$ cat src/rtl/bus_clk_stop_pkg.sv
package bus_clk_stop_pkg;
  typedef enum logic {
    REG_CTRL = 1'b0,
    REG_FREE = 1'b1
  } reg_sel_e;

  localparam int RUN_BIT = 0;
endpackage

$ cat src/rtl/bus_clk_stop_sync.sv
module bus_clk_stop_sync #(
  parameter int   STAGES  = 2,
  parameter logic RST_VAL = 1'b1
) (
  input  logic clk,
  input  logic rst,
  input  logic d,
  output logic q
);
  generate
    if (STAGES < 2) begin : g_single
      logic s;
      always_ff @(posedge clk) begin
        if (rst) s <= RST_VAL;
        else     s <= d;
      end
      assign q = s;
    end else begin : g_chain
      logic [STAGES-1:0] sh;
      always_ff @(posedge clk) begin
        if (rst) sh <= {STAGES{RST_VAL}};
        else     sh <= {sh[STAGES-2:0], d};
      end
      assign q = sh[STAGES-1];
    end
  endgenerate
endmodule

$ cat src/rtl/bus_clk_stop_phase.sv
module bus_clk_stop_phase #(
  parameter int HALF = 2
) (
  input  logic clk,
  input  logic rst,
  output logic phase_o
);
  localparam int            CW   = (HALF > 1) ? $clog2(HALF) : 1;
  localparam logic [CW-1:0] LAST = CW'(HALF - 1);

  logic [CW-1:0] cnt_q;
  logic          ph_q;

  always_ff @(posedge clk) begin
    if (rst) begin
      cnt_q <= '0;
      ph_q  <= 1'b0;
    end else if (cnt_q == LAST) begin
      cnt_q <= '0;
      ph_q  <= ~ph_q;
    end else begin
      cnt_q <= cnt_q + CW'(1);
    end
  end

  assign phase_o = ph_q;
endmodule

$ cat src/rtl/bus_clk_stop_regs.sv
module bus_clk_stop_regs
  import bus_clk_stop_pkg::*;
#(
  parameter int                 NUM_OUT      = 8,
  parameter logic [NUM_OUT-1:0] FREE_CAPABLE = '0
) (
  input  logic               clk,
  input  logic               rst,
  input  logic               wr_en,
  input  logic               wr_addr,
  input  logic [NUM_OUT-1:0] wr_data,
  input  logic               rd_addr,
  input  logic               pin_sync,
  output logic               run_eff_o,
  output logic [NUM_OUT-1:0] free_o,
  output logic [NUM_OUT-1:0] rd_data_o
);
  logic               run_q;
  logic [NUM_OUT-1:0] free_q;
  logic [NUM_OUT-1:0] rd_q;
  logic [NUM_OUT-1:0] ctrl_view;

  assign run_eff_o = pin_sync & run_q;
  assign ctrl_view = {{(NUM_OUT-1){1'b0}}, run_eff_o};

  always_ff @(posedge clk) begin
    if (rst) begin
      run_q  <= 1'b1;
      free_q <= '0;
      rd_q   <= '0;
    end else begin
      if (wr_en) begin
        if (wr_addr == REG_CTRL) run_q  <= wr_data[RUN_BIT];
        else                     free_q <= wr_data & FREE_CAPABLE;
      end
      rd_q <= (rd_addr == REG_CTRL) ? ctrl_view : free_q;
    end
  end

  assign free_o    = free_q;
  assign rd_data_o = rd_q;
endmodule

$ cat src/rtl/bus_clk_stop_gate.sv
module bus_clk_stop_gate #(
  parameter int NUM_OUT = 8
) (
  input  logic               clk,
  input  logic               rst,
  input  logic               phase,
  input  logic               run_req,
  input  logic [NUM_OUT-1:0] free_req,
  output logic [NUM_OUT-1:0] clk_o,
  output logic               stopped_o,
  output logic               gate_en_o,
  output logic [NUM_OUT-1:0] free_g_o
);
  logic               gate_en_q;
  logic [NUM_OUT-1:0] free_g_q;
  logic               stopped_q;

  // Enables move only on edges that sample the low half of the bus clock.
  always_ff @(posedge clk) begin
    if (rst) begin
      gate_en_q <= 1'b1;
      free_g_q  <= '0;
    end else if (!phase) begin
      gate_en_q <= run_req;
      free_g_q  <= free_req;
    end
  end

  generate
    for (genvar g = 0; g < NUM_OUT; g++) begin : g_out
      logic q;
      always_ff @(posedge clk) begin
        if (rst) q <= 1'b0;
        else     q <= phase & (gate_en_q | free_g_q[g]);
      end
      assign clk_o[g] = q;
    end
  endgenerate

  always_ff @(posedge clk) begin
    if (rst) stopped_q <= 1'b0;
    else     stopped_q <= ~gate_en_q & ~|(clk_o & ~free_g_q);
  end

  assign stopped_o = stopped_q;
  assign gate_en_o = gate_en_q;
  assign free_g_o  = free_g_q;
endmodule

$ cat src/rtl/bus_clk_stop.sv
module bus_clk_stop
  import bus_clk_stop_pkg::*;
#(
  parameter int                 NUM_OUT      = 8,
  parameter int                 HALF_PERIOD  = 2,
  parameter int                 SYNC_STAGES  = 2,
  parameter logic [NUM_OUT-1:0] FREE_CAPABLE = {2'b11, {(NUM_OUT-2){1'b0}}}
) (
  input  logic               clk,
  input  logic               rst,
  input  logic               stop_n,
  input  logic               wr_en,
  input  logic               wr_addr,
  input  logic [NUM_OUT-1:0] wr_data,
  input  logic               rd_addr,
  output logic [NUM_OUT-1:0] rd_data,
  output logic [NUM_OUT-1:0] bus_clk_o,
  output logic               stopped_o
);
  logic               pin_sync_w;
  logic               run_eff_w;
  logic               phase_w;
  logic               gate_en_w;
  logic [NUM_OUT-1:0] free_w;
  logic [NUM_OUT-1:0] free_g_w;

  bus_clk_stop_sync #(.STAGES(SYNC_STAGES), .RST_VAL(1'b1)) u_sync (
    .clk (clk),
    .rst (rst),
    .d   (stop_n),
    .q   (pin_sync_w)
  );

  bus_clk_stop_phase #(.HALF(HALF_PERIOD)) u_phase (
    .clk     (clk),
    .rst     (rst),
    .phase_o (phase_w)
  );

  bus_clk_stop_regs #(.NUM_OUT(NUM_OUT), .FREE_CAPABLE(FREE_CAPABLE)) u_regs (
    .clk       (clk),
    .rst       (rst),
    .wr_en     (wr_en),
    .wr_addr   (wr_addr),
    .wr_data   (wr_data),
    .rd_addr   (rd_addr),
    .pin_sync  (pin_sync_w),
    .run_eff_o (run_eff_w),
    .free_o    (free_w),
    .rd_data_o (rd_data)
  );

  bus_clk_stop_gate #(.NUM_OUT(NUM_OUT)) u_gate (
    .clk       (clk),
    .rst       (rst),
    .phase     (phase_w),
    .run_req   (run_eff_w),
    .free_req  (free_w),
    .clk_o     (bus_clk_o),
    .stopped_o (stopped_o),
    .gate_en_o (gate_en_w),
    .free_g_o  (free_g_w)
  );
endmodule

$ cat config.mk
export PLATFORM = sky130hd
export DESIGN_NAME = bus_clk_stop
export DESIGN_NICKNAME = d
export VERILOG_FILES = /design/src/rtl/bus_clk_stop_pkg.sv /design/src/rtl/bus_clk_stop_sync.sv /design/src/rtl/bus_clk_stop_phase.sv /design/src/rtl/bus_clk_stop_regs.sv /design/src/rtl/bus_clk_stop_gate.sv /design/src/rtl/bus_clk_stop.sv
export SDC_FILE = /design/constraint.sdc
export NUM_CORES = 1
export LEC_CHECK = 0
export BUFFER_PORTS_ARGS = -buffer_cell sky130_fd_sc_hd__buf_2
export CORE_MARGIN = 1.5
export CORE_UTILIZATION = 45
export DETAILED_ROUTE_END_ITERATION = 10
export PLACE_DENSITY = 0.78
export SLEW_MARGIN = 5
export SYNTH_ARGS = -nofsm -noshare
export SYNTH_HDL_FRONTEND = slang
export SYNTH_SLANG_ARGS = --single-unit
$ cat constraint.sdc
create_clock -name clk -period 1.45 [get_ports clk]
set_input_delay 0.2175 -clock clk [delete_from_list [all_inputs] [get_ports clk]]
set_output_delay 0.2175 -clock clk [all_outputs]
set_load 0.03 [all_outputs]
==> results.cfg <==
[logic_synthesis]
yosysWarningCount = 0
post_synth_instance_area_um2 = 660.6
synth_cell_types = 20
synth_top_cell_by_area = dfxtp_1
synth_edf_count = 0
synth_ff_type = dfxtp_1
synth_area_leaders = dfxtp_1 (52%), buf_4 (15%), mux2i_1 (4.5%)
synth_top_area_frac = 0.5152
ys_seq_area_frac = 0.5152
async_flop_share = 0
synth_area_per_cell_um2 = 9.860
ys_ff_latch = 17
netlist_instances = 67

[clocking]
cts_num_sinks = 17
clock_latency_ns = 0.29
cts_tree = yes
htreeDepth = 1
cts_setup_buffers = 0
cts_inserted_buffers = 3
hold_buffers = 0
cts_root_buf = clkbuf_4
cts_resized = 0
clkTransAtPathRegs_ns = 0.10
clockBufferDepth = 2

[worst_setup_path]
r2r_start = u_gate.gate_en_o
critical-path-top-delay-family = flip-flops
path_class = flop to primary output
critical_path.endpoint_type = primary output
path_cells = buf_2
r2r_cells = 2
rrSetupSlack_ns = 0.49
critPathMaxFanout = 7
cp_num_buf_inv = 1
required_ns = 1.23
cp_num_cells = 1
crit_start = u_gate.g_out[5].q
rr_endpoint = u_gate.stopped_o
crit_end = bus_clk_o[2]
cp-start-kind = flop
slowest_delay_ns = 0.40
critPathArrivalTime_ns = 0.92
slowest_stage = dfxtp_1

[floorplanning]
start_util = 0.4953
core_area_mm2 = 0.001334
dieWidth_um = 41.32
pin_count = 31
die_area_mm2 = 0.001707
fp-row-count = 13
die_y_um = 41.32

[final_layout]
layout_commonest_cell = buf_2
syn_to_final_growth_pct = 8.144
final_nets = 95
design_area_um2 = 714.4
diodes = 0
final-instance-count-excl-fill = 95
drive_above_1_share = 0.3375
final_cell_mix = buf_2 (20), dfxtp_1 (17), nor2_1 (7)
final_core_util = 0.5356

[place]
dp_worst_setup_slack_ns = 0.4094
hpwl_um = 693.8
port_buffers = 20
dpl_cell_area_um2 = 686.9
dp_cells = 91
gp_congestion = 0.6678

[run]
maxCapViolCount = 0

[power_and_ir_drop]
pwr_density_cell_mw_per_mm2 = 1244
p_int_uw = 638.2
seqPwrFrac = 0.576
p_leak_nw = 0.3606
peakVddDrop_v = 0.0006728
swShare = 0.2820
pwr-share-clk = 0.277
combPwrFrac = 0.148
p_sw_uw = 250.6

[grt]
grt_use_total = 0.1445
grt_overflow = 0
grt_antenna_before_repair = 0
grt_pass1_wl_um = 1469
grt_pass1_vias = 375
grt_max_degree = 17

[route]
via_count = 438
ant_nets = 0
dr.pass1.iters = 2
routed_wl_um = 934
drcViolationCount = 0
drt_iter0_drc = 8
viasPerCell = 4.611
post_drt_wl_per_cell_um = 9.832

[sta]
final-hold-violation-count = 0
finalClockSkew_ns = 0.005551
timing.final.crit_share = 0.7822
finalWorstSetupSlack_ns = 0.3158
report.final.slew_viol_count = 0
rsz0062_at_grt = false
setup_viol = 0
setup_tns_ns = 0
fin_crit_ns = 1.134
max_freq_ghz = 0.8817

[min_path]
min_path_type = input pin to flop
hp-start = stop_n

[outcome]
outcome = completed
-- routing by layer --
layer | track usage | part of all wire
met5 | 0 | 0
met3 | 0.04787 | 0.073
met4 | 0.1210 | 0.032
met1 | 0.1429 | 0.44
met2 | 0.2422 | 0.45
-- state kept, by name, summed over array words and instances, names as in the netlist --
register / count
u_gate.gate_en_o: 1
u_phase.phase_o: 1
u_regs.rd_data_o: 3
u_gate.stopped_o: 1
u_sync.g_chain.sh: 2
u_gate.free_g_o: 2
u_regs.run_q: 1
u_regs.free_o: 2
u_phase.cnt_q: 1
u_gate.g_out.q: 3
-- per-stage QoR --
stage	total power, mW	hold slack (ns)
finish	0.8888	0.1020
CTS	0.8964	0.1026
global route	0.9419	0.08997
floorplan	0.6475	0.2956
global placement	0.6504	0.3940
detailed placement	0.6547	0.4000
-- power by group through the flow --
stage / registers (mW) / clock network, mW / logic [mW]
global placement: 0.522 / 0 / 0.129
CTS: 0.512 / 0.252 / 0.132
floorplan: 0.523 / 0 / 0.124
detailed placement: 0.523 / 0 / 0.132
finish: 0.512 / 0.246 / 0.131
global route: 0.517 / 0.279 / 0.146
-- cell usage after synthesis (2+ instances only) --
| master | number |
|---|---|
| nand3_1 | 2 |
| dfxtp_1 | 17 |
| or2_2 | 2 |
| buf_2 | 2 |
| mux2i_1 | 3 |
| and3b_1 | 2 |
| inv_1 | 3 |
| a21oi_1 | 5 |
| a21bo_1 | 2 |
| nor2_1 | 7 |
| buf_4 | 13 |
-- cell families after synthesis --
kind of cell	synth area share
xor+xnor	0.01326
other cells	0.005676
mux	0.04546
buf+inv	0.1799
simple gates	0.1421
compound gates	0.09847
flops	0.5152
-- how the worst min path moves through the flow --
stage | depth (start not counted) | endpoint | slack [ns]
after floorplan | 1 | u_regs.rd_data_o[0] | 0.30
after global placement | 1 | u_sync.g_chain.sh[1] | 0.39
after detailed placement | 1 | u_sync.g_chain.sh[1] | 0.40
after CTS | 2 | u_sync.g_chain.sh[0] | 0.10
after global routing | 2 | u_sync.g_chain.sh[0] | 0.09
final | 2 | u_sync.g_chain.sh[0] | 0.10
-- final cells by class --
| class | count | area, um2 |
|---|---|---|
| Inverter | 3 | 11.26 |
| Fill cell | 127 | 619.3 |
| Timing Repair Buffer | 20 | 100.1 |
| Clock buffer | 3 | 22.52 |
| Tap cell | 15 | 18.77 |
| Multi-Input combinational cell | 36 | 216.5 |
| Sequential cell | 17 | 340.3 |
| Clock inverter | 1 | 5.005 |
(Power assumes the default switching activity.)
